## src/rtl/be_lsu.sv

```systemverilog
module be_lsu #(
  parameter int AW = 32,
  parameter int OW = 16
) (
  input  logic          clk,
  input  logic          rst_n,
  input  logic          req_valid,
  input  logic          req_store,
  input  logic [1:0]    req_size,
  input  logic          req_signed,
  input  logic [AW-1:0] base,
  input  logic [OW-1:0] offset,
  input  logic [31:0]   wdata_reg,
  output logic [AW-1:0] mem_addr,
  output logic [3:0]    mem_be,
  output logic [31:0]   mem_wdata,
  output logic          mem_we,
  output logic          mem_re,
  output logic          misalign,
  input  logic [31:0]   rdata_mem,
  output logic          load_valid,
  output logic [31:0]   load_data
);
  localparam int XW = AW - OW;

  logic [AW-1:0] ea;
  logic [1:0]    k;
  logic [3:0]    lanes;
  logic          bad, ok;

  assign ea       = base + {{XW{offset[OW-1]}}, offset};
  assign k        = ea[1:0];
  assign mem_addr = {ea[AW-1:2], 2'b00};

  always_comb begin
    case (req_size)
      2'b00:   lanes = 4'b1000 >> k;
      2'b01:   lanes = k[1] ? 4'b0011 : 4'b1100;
      2'b10:   lanes = 4'b1111;
      default: lanes = 4'b0000;
    endcase
  end

  assign bad      = (req_size == 2'b11) || (req_size == 2'b01 && k[0]) || (req_size == 2'b10 && k != 2'b00);
  assign ok       = req_valid && !bad;
  assign misalign = req_valid && bad;
  assign mem_be   = ok ? lanes : 4'b0000;
  assign mem_we   = ok && req_store;
  assign mem_re   = ok && !req_store;

  always_comb begin
    case (req_size)
      2'b00:   mem_wdata = {4{wdata_reg[7:0]}};
      2'b01:   mem_wdata = {2{wdata_reg[15:0]}};
      default: mem_wdata = wdata_reg;
    endcase
  end

  logic [1:0] ld_k, ld_size;
  logic       ld_sgn, ld_v;

  always_ff @(posedge clk or negedge rst_n) begin
    if (!rst_n) begin
      ld_v    <= 1'b0;
      ld_k    <= 2'b00;
      ld_size <= 2'b00;
      ld_sgn  <= 1'b0;
    end else begin
      ld_v <= mem_re;
      if (mem_re) begin
        ld_k    <= k;
        ld_size <= req_size;
        ld_sgn  <= req_signed;
      end
    end
  end

  logic [31:0] shifted;
  logic [7:0]  pb;
  logic [15:0] ph;

  assign shifted = rdata_mem >> {~ld_k, 3'b000};
  assign pb      = shifted[7:0];
  assign ph      = ld_k[1] ? rdata_mem[15:0] : rdata_mem[31:16];

  always_comb begin
    case (ld_size)
      2'b00:   load_data = {{24{ld_sgn & pb[7]}}, pb};
      2'b01:   load_data = {{16{ld_sgn & ph[15]}}, ph};
      default: load_data = rdata_mem;
    endcase
  end

  assign load_valid = ld_v;
endmodule


```

## config.mk

```make
export PLATFORM = sky130hd
export DESIGN_NAME = be_lsu
export DESIGN_NICKNAME = d
export VERILOG_FILES = /design/src/rtl/be_lsu.sv
export SDC_FILE = /design/constraint.sdc
export NUM_CORES = 1
export LEC_CHECK = 0
export ABC_AREA = 0
export BUFFER_PORTS_ARGS = -buffer_cell sky130_fd_sc_hd__clkbuf_2
export CELL_PAD_IN_SITES_DETAIL_PLACEMENT = 0
export CELL_PAD_IN_SITES_GLOBAL_PLACEMENT = 1
export CORE_ASPECT_RATIO = 0.7
export CORE_MARGIN = 3
export CORE_UTILIZATION = 29
export CTS_CLUSTER_DIAMETER = 50
export DETAILED_ROUTE_END_ITERATION = 6
export PLACE_DENSITY = 0.89
export SLEW_MARGIN = 5
export SYNTH_ARGS = -nofsm -noshare
export SYNTH_HDL_FRONTEND = slang
export SYNTH_SLANG_ARGS = --single-unit
```

## constraint.sdc

```tcl
create_clock -name clk -period 2.9 [get_ports clk]
set_clock_uncertainty 0.05 [all_clocks]
set_input_delay 0.145 -clock clk [delete_from_list [all_inputs] [get_ports clk]]
set_output_delay 0.145 -clock clk [all_outputs]
set_load 0.005 [all_outputs]
```

# Word level (Yosys, flattened, before mapping)
# Index checks and enable logic that the tools add are counted.
# Widths: inputs -> output; s select.
# totals
reg_bits,6
word_cells,33
output_inout_bits,104
in_bits,119
# op_classes
n_reduce_logical,13
shift,2
n_bitwise,3
add_sub_neg,1
eq_ne,4
n_mux,6
# op_table
op,count
$pmux 32 s2,2
$add 32x32->32,1
$shr 32x5->8,1
$mux 16,1
$pmux 4 s3,1
$mux 4,2
$logic_and 1x1->1,6
$eq 2x1->1 const B,2
$eq 2x2->1 const B,2
$logic_not 2->1,2
$shr 4x2->4 const A,1
$and 1x1->1,2
$logic_not 1->1,2
$logic_or 1x1->1,2
$not 2->2,1
$reduce_bool 2->1,1

# Depth between registers and ports, before layout
# Gate-level depths: netlist (run 1).
# logic_depth
word_depth,7
depth_mapped,10
depth_no_buf,9

# Least setup slack after synthesis (run 1)
# No wires, ideal clock.
# synth_path
kind,input -> output
from,in offset[10]
to,out mem_addr[29]
path_slack_ps,574
stages,9
arrival_ps,2131
required_ps,2705
path_buffers,2
cell_sequence,ha_1 buf_2 and4_1 o21ai_0 a2111o_1 a2111o_1 a211o_1 o311a_1 buf_4
# synth_between
elab_chain_cells,1
# synth_lines
item,line,text
from (decl),12,"input logic [OW-1:0] offset,"
$add 32x32->32,31,"assign ea = base + {{XW{offset[OW-1]}}, offset};"
to (decl),14,"output logic [AW-1:0] mem_addr,"
# Every way passes these cells.

# Final worst setup path (run 1)
# layout_path
from,in offset[15]
to,out mem_addr[29]
# The elaborated chain is that of the path after synthesis.

==> results of run 1 <==
[layer usage]
layer | share of wire (%) | vias up | routed length [µm] | global-route usage (%)
li1 | - | 2162 | - | -
met1 | 46 | 1947 | 5800 | 24.7
met2 | 45 | 172 | 5650 | 28.7
met3 | 8.1 | 8 | 1010 | 2.33
met4 | 0.73 | 0 | 92 | 2.30
met5 | 0 | - | 0 | 0
[registers in the layout, summed over array words and instances, names as in the netlist]
name,flops
ld_size,2
ld_sgn,1
ld_k,2
load_valid,1
[power by group through the flow]
stage          clock, mW  sequential (mW)  combinational [mW]
4_1_cts            0.227            0.148                1.35
2_1_floorplan          0            0.116               0.949
3_5_place_dp           0            0.149                1.34
6_report           0.224            0.150                1.35
3_3_place_gp           0            0.149                1.35
5_1_grt            0.234            0.155                1.50
[metrics by stage]
stage | power [mW] | worst slack (ns) | cell area, µm² | util, % | cells
3_3_place_gp | 1.50 | 0.288 | 4460 | 39.2 | 837
6_report | 1.72 | 0.254 | 4550 | 40.0 | 841
2_1_floorplan | 1.07 | 0.574 | 3480 | - | 519
4_1_cts | 1.73 | 0.213 | 4540 | 39.9 | 841
3_5_place_dp | 1.49 | 0.230 | 4460 | 39.2 | 837
5_1_grt | 1.89 | 0.0213 | 4550 | 40.0 | 841
[critical path: stages]
cell	delay (ns)
clkbuf_2	0.25
buf_4	0.24
ha_1	0.41
a21oi_1	0.24
o221ai_1	0.22
a31oi_1	0.23
o21a_1	0.19
a21oi_1	0.08
o311a_1	0.32
clkbuf_2	0.11
[cell type report]
cell class | instances | area share, %
Multi-Input combinational cell | 435 | 63.7
Timing Repair Buffer | 231 | 26.1
Tap cell | 153 | 4.21
Sequential cell | 6 | 3.30
Clock buffer | 3 | 1.65
Inverter | 13 | 1.07
[timing repair]
action | in CTS | in global routing
endpoints found under the hold margin | 6 | 0
gates resized for setup | 0 | 1
hold buffers | 1 | 0
endpoints found under the setup margin | 0 | 2
[cell usage in the layout, fill, tap and decap left out, types with 10 or more instances in the layout]
cell and instances:
mux2_2 21, ha_1 31, clkbuf_2 220, xnor2_1 25, nand2_1 87, buf_4 10, a21o_1 11, o21ai_0 34
nor2_1 36, mux2i_1 16, a21oi_1 52, inv_1 13
[cells by family (layout without fill, tap and decap cells)]
logic type	after synthesis	in the layout	synth area share, %
simple gates	177	177	22.9
compound gates	158	158	29.1
buf+inv	78	247	12.8
mux	38	38	12.0
fa+ha+maj	32	32	11.7
xor+xnor	28	28	7.05
flops	6	6	4.31
other cells	1	2	0.108
[how the worst max path moves through the flow]
| stage | endpoint | slack (ns) |
|---|---|---|
| after floorplan | mem_addr[29] | 0.57 |
| after global placement | mem_addr[28] | 0.29 |
| after detailed placement | mem_addr[18] | 0.23 |
| after CTS | mem_addr[18] | 0.21 |
| after global routing | mem_addr[31] | 0.02 |
| final | mem_addr[29] | 0.25 |
==> reports/qor.csv, run 1 <==
stage;metric;value;unit
run_status;status;complete, no violations;
timing;rsz0062_at_grt;no;
grt;grt_max_degree;22;
clock_tree;tritoncts;done;
worst_setup_path;endpoint_kind;output port;
logic_synthesis;yosys_warnings;0;
clock_tree;insertion_delay;0.23;ns
route;drt_iter0_drc;280;
grt;grt_pass1_wl;19600;µm
route;num_vias;4289;
route;routed_wl;12500;µm
finish;syn_to_final_growth;30.6;%
timing;hold_viol;0;
hold_path;min_to;ld_sgn;
logic_synthesis;synth.distinct_cells;54;
logic_synthesis;ys_ff_latch;6;
floorplanning;start_util;30.6;%
clock_tree;path_clk_slew;0.03;ns
place;io_buffer_count;220;
route;vias_per_cell;5.10;
timing;min_period;2.65;ns
floorplanning;die_area;0.0134;mm²
floorplanning;die_x;137;µm
timing;worst_pin_slew;0.648;ns
timing;slew_headroom;56.8;%
pwr;peakVddDrop;273;µV
pwr;cellLeakagePower;2.40;nW
hold_path;worstHoldPathCells;2;
worst_setup_path;crit_type;input pin to output port;
grt;antenna_found_initial;0;
clock_tree;numCtsBuffers;3;
worst_setup_path;rr_worst_depth;1;
timing;post-route-period-util;91.2;%
logic_synthesis;synth_top_cell_area_share;11.1;%
logic_synthesis;synthFlopType;dfrtp_1;
timing;fin_hold_ws;0.123;ns
floorplanning;die_height;97.6;µm
clock_tree;post_cts_buffers;0;
worst_setup_path;cp.required;2.71;ns
clock_tree;cts_sinks;6;
hold_path;holdCritPathClass;input pin to register;
timing;max_freq;0.378;GHz
pwr;p_clk_share;13.0;%
finish;drive_above_1_share;38.1;%
worst_setup_path;cp-startpoint;offset[15];
route;postRouteAntennaNets;0;
grt;grt_pass1_vias;3972;
logic_synthesis;synthMostInstantiatedCell;nand2_1;
logic_synthesis;syn-cell-area;0.00348;mm²
floorplanning;num_rows;32;
worst_setup_path;critPathLaunchType;input pin;
worst_setup_path;worstPathArrival;2.45;ns
job;maxCapViolations;0;
hold_path;min-delay-start;req_signed;
finish;final_nets;841;
place;gp_congestion;0.897;
pwr;p_per_area;379;mW/mm²
clock_tree;htree_levels;1;
finish;antenna_cells;0;
grt;track_usage;17.4;%
logic_synthesis;synthCells;518;
timing;setup_viol;0;
finish;regArea;150;µm²
route;route.detailed.drc;0;
place;dp_hpwl;10800;µm
worst_setup_path;reg2reg_to;ld_size[1];
worst_setup_path;cp_max_fo;13;
logic_synthesis;synth_top_cells_by_area;ha_1 11%, nand2_1 9.4%, buf_4 8.6%, a21oi_1 7.5%, mux2_2 6.8%;
worst_setup_path;r2r_start;ld_size[1];
clock_tree;cts_root_buf;clkbuf_16;
timing;drv_slew;0;
finish;multi_input_area;0.00289;mm²
floorplanning;ios;223;
logic_synthesis;syn_avg_cell_area;6.72;µm²
pwr;power_frac_comb;78.3;%
finish;fillers;1224;
route;wire_per_inst;14.9;µm
clock_tree;clock_path_buffers;2;
logic_synthesis;yosysSeqAreaShare;4.31;%
grt;gr-total-overflow;0;
pwr;p_switching;811;µW
timing;fin_tns_setup;0;ns
logic_synthesis;async_flop_share;100;%
pwr;p_seq_share;8.7;%
route;first_pass_iters;5;
pwr;internal_power;910;µW
logic_synthesis;synth_edf_count;0;
logic_synthesis;synth_top_area_cell;ha_1;
pwr;swShare;47.1;%
worst_setup_path;reg2reg_slack;1.75;ns
floorplanning;core_area;0.0114;mm²
logic_synthesis;synthTopCellsByCount;87 x nand2_1, 52 x a21oi_1, 40 x buf_4;
No activity file was read; power rests on OpenSTA's default activity.
==> run 2, diff against run 1 <==
--- a/config.mk
+++ b/config.mk
@@ -7,7 +7,7 @@
 export LEC_CHECK = 0
 export ABC_AREA = 0
 export BUFFER_PORTS_ARGS = -buffer_cell sky130_fd_sc_hd__clkbuf_2
-export CELL_PAD_IN_SITES_DETAIL_PLACEMENT = 0
+export CELL_PAD_IN_SITES_DETAIL_PLACEMENT = 1
 export CELL_PAD_IN_SITES_GLOBAL_PLACEMENT = 1
 export CORE_ASPECT_RATIO = 0.7
 export CORE_MARGIN = 3
==> reports/qor.csv, run 2 (synthesized netlist as in run 1, its figures left out) <==
stage;metric;value;unit;change
run_status;status;complete, no violations;;unchanged
worst_setup_path;slowest_stage;ha_1;;unchanged
timing;drv_slew;0;;unchanged
floorplanning;num_rows;32;;unchanged
worst_setup_path;path_cells;clkbuf_2 -> buf_4 -> ha_1 -> nand4_1 -> a31oi_1 -> o21ai_0 -> a22o_1 -> a21oi_1 -> xnor2_1 -> clkbuf_2;;was clkbuf_2 -> buf_4 -> ha_1 -> a21oi_1 -> o221ai_1 -> a31oi_1 -> o21a_1 -> a21oi_1 -> o311a_1 -> clkbuf_2
clock_tree;post_cts_buffers;0;;unchanged
timing;max_freq;0.369;GHz;was 0.378 GHz
route;num_vias;4422;;was 4,289
route;drt_iter0_drc;160;;was 280
place;gp_congestion;0.897;;unchanged
route;wire_per_inst;17.3;µm;was 14.9 µm
finish;stdcell_area;0.00456;mm²;was 0.00455 mm²
finish;syn_to_final_growth;31.0;%;was 30.6%
timing;post-route-period-util;93.4;%;was 91.2%
finish;layout_common_cells;220 x clkbuf_2, 87 x nand2_1, 52 x a21oi_1;;unchanged
route;vias_per_cell;5.26;;was 5.10
place;dp_hpwl;12400;µm;was 10,800 µm
finish;antenna_cells;0;;unchanged
grt;gr-total-overflow;0;;unchanged
timing;fin_hold_ws;0.103;ns;was 0.123 ns
grt;grt_pass1_vias;4342;;was 3,972
hold_path;holdCritPathClass;input pin to register;;unchanged
place;dpl_cell_area;0.00446;mm²;unchanged
clock_tree;numCtsBuffers;3;;unchanged
grt;grt_max_degree;22;;unchanged
finish;drive_above_1_share;38.4;%;was 38.1%
timing;rsz0062_at_grt;no;;unchanged
grt;track_usage;20.3;%;was 17.4%
finish;final_common_cell;clkbuf_2;;unchanged
floorplanning;ios;223;;unchanged
place;io_buffer_count;220;;unchanged
worst_setup_path;reg2reg_slack;1.75;ns;about the same
timing;fin_tns_setup;0;ns;unchanged
pwr;p_per_area;385;mW/mm²;was 379 mW/mm²
route;routed_wl;14600;µm;was 12,500 µm
worst_setup_path;cp_max_fo;13;;unchanged
clock_tree;insertion_delay;0.23;ns;about the same
floorplanning;die_x;137;µm;unchanged
clock_tree;htree_levels;1;;unchanged
worst_setup_path;crit_top_cell;clkbuf_2;;
timing;slew_headroom;53.7;%;was 56.8%
clock_tree;path_clk_slew;0.04;ns;was 0.03 ns
job;maxCapViolations;0;;unchanged
timing;setup_viol;0;;unchanged
place;dpl_worst_slack;0.252;ns;was 0.230 ns
clock_tree;clock_path_buffers;2;;unchanged
floorplanning;die_area;0.0134;mm²;unchanged
floorplanning;start_util;30.6;%;unchanged
timing;setup_slack;0.193;ns;was 0.254 ns
timing;hold_viol;0;;unchanged
clock_tree;tritoncts;done;;unchanged
clock_tree;cts_root_buf;clkbuf_16;;unchanged
clock_tree;cts_sinks;6;;unchanged
pwr;peakVddDrop;189;µV;was 273 µV
grt;grt_pass1_wl;22400;µm;was 19,600 µm
worst_setup_path;critPathLaunchType;input pin;;unchanged
timing;min_period;2.71;ns;was 2.65 ns
worst_setup_path;endpoint_kind;output port;;unchanged
timing;worst_pin_slew;0.694;ns;was 0.648 ns
worst_setup_path;crit_type;input pin to output port;;unchanged
worst_setup_path;crit_buf_inv;3;;unchanged
route;postRouteAntennaNets;0;;unchanged
floorplanning;core_area;0.0114;mm²;unchanged
worst_setup_path;max_stage_delay;0.44;ns;was 0.41 ns
worst_setup_path;cp_top_family;compound AO/OA/AOI/OAI gates;;unchanged
floorplanning;die_height;97.6;µm;unchanged
worst_setup_path;worstPathArrival;2.51;ns;was 2.45 ns
pwr;cellLeakagePower;2.40;nW;about the same
route;route.detailed.drc;0;;unchanged
route;first_pass_iters;4;;was 5
finish;reg.largest.list;ld_k: 2 flops, ld_size: 2 flops;;unchanged
worst_setup_path;cp.required;2.71;ns;about the same
finish;final_nets;841;;unchanged
grt;antenna_found_initial;0;;unchanged
pwr;total_power;1.76;mW;was 1.72 mW
run 2: cell counts in the layout (fill, tap and decap cells not counted):
Identical to the previous run, type by type.
run 2: path summary, 6_finish.rpt:
path | end | cells after the start | start
max | mem_addr[31] | 10 | offset[15]
max in group asynchronous | ld_size[1] | 2 | rst_n
min in group asynchronous | load_valid | 2 | rst_n
max reg2reg | ld_size[1] | 1 | ld_size[1]
min reg2reg | ld_sgn | 1 | ld_sgn
min | ld_sgn | 2 | req_signed
run 2: what timing repair did:
action / in CTS / in global routing
resized for setup: 0 / 3
endpoints found under the setup margin: 0 / 3
hold buffers: 1 / 0
endpoints found under the hold margin: 6 / 0
run 2: cell type report:
class                      instances  area [µm²]
inverter                          13        48.8
sequential                         6         150
fill                            1534        6810
multi-input combinational        435        2910
clock buffer                       3        75.1
timing repair buffer             231        1190
tap                              153         191
run 2: power by group:
part	internal, mW	switching, mW	total (mW)	leakage [nW]
combinational	0.631	0.750	1.38	2.29
sequential	0.103	0.0475	0.150	0.0734
clock	0.177	0.0478	0.225	0.0370
run 2: metal layers:
layer  GRT usage, %  up-vias  part of all wire (%)
met3           4.04       20                   7.2
met5              0        -                     0
met4           4.29        0                   1.7
met1           26.2     2090                    44
li1               -     2169                     -
met2           34.7      143                    47
run 2: per-stage QoR:
stage,utilization (%),cells
after global placement,39.2,837
after global routing,40.1,841
after detailed placement,39.2,837
after CTS,39.9,841
final,40.1,841
after floorplan,-,519
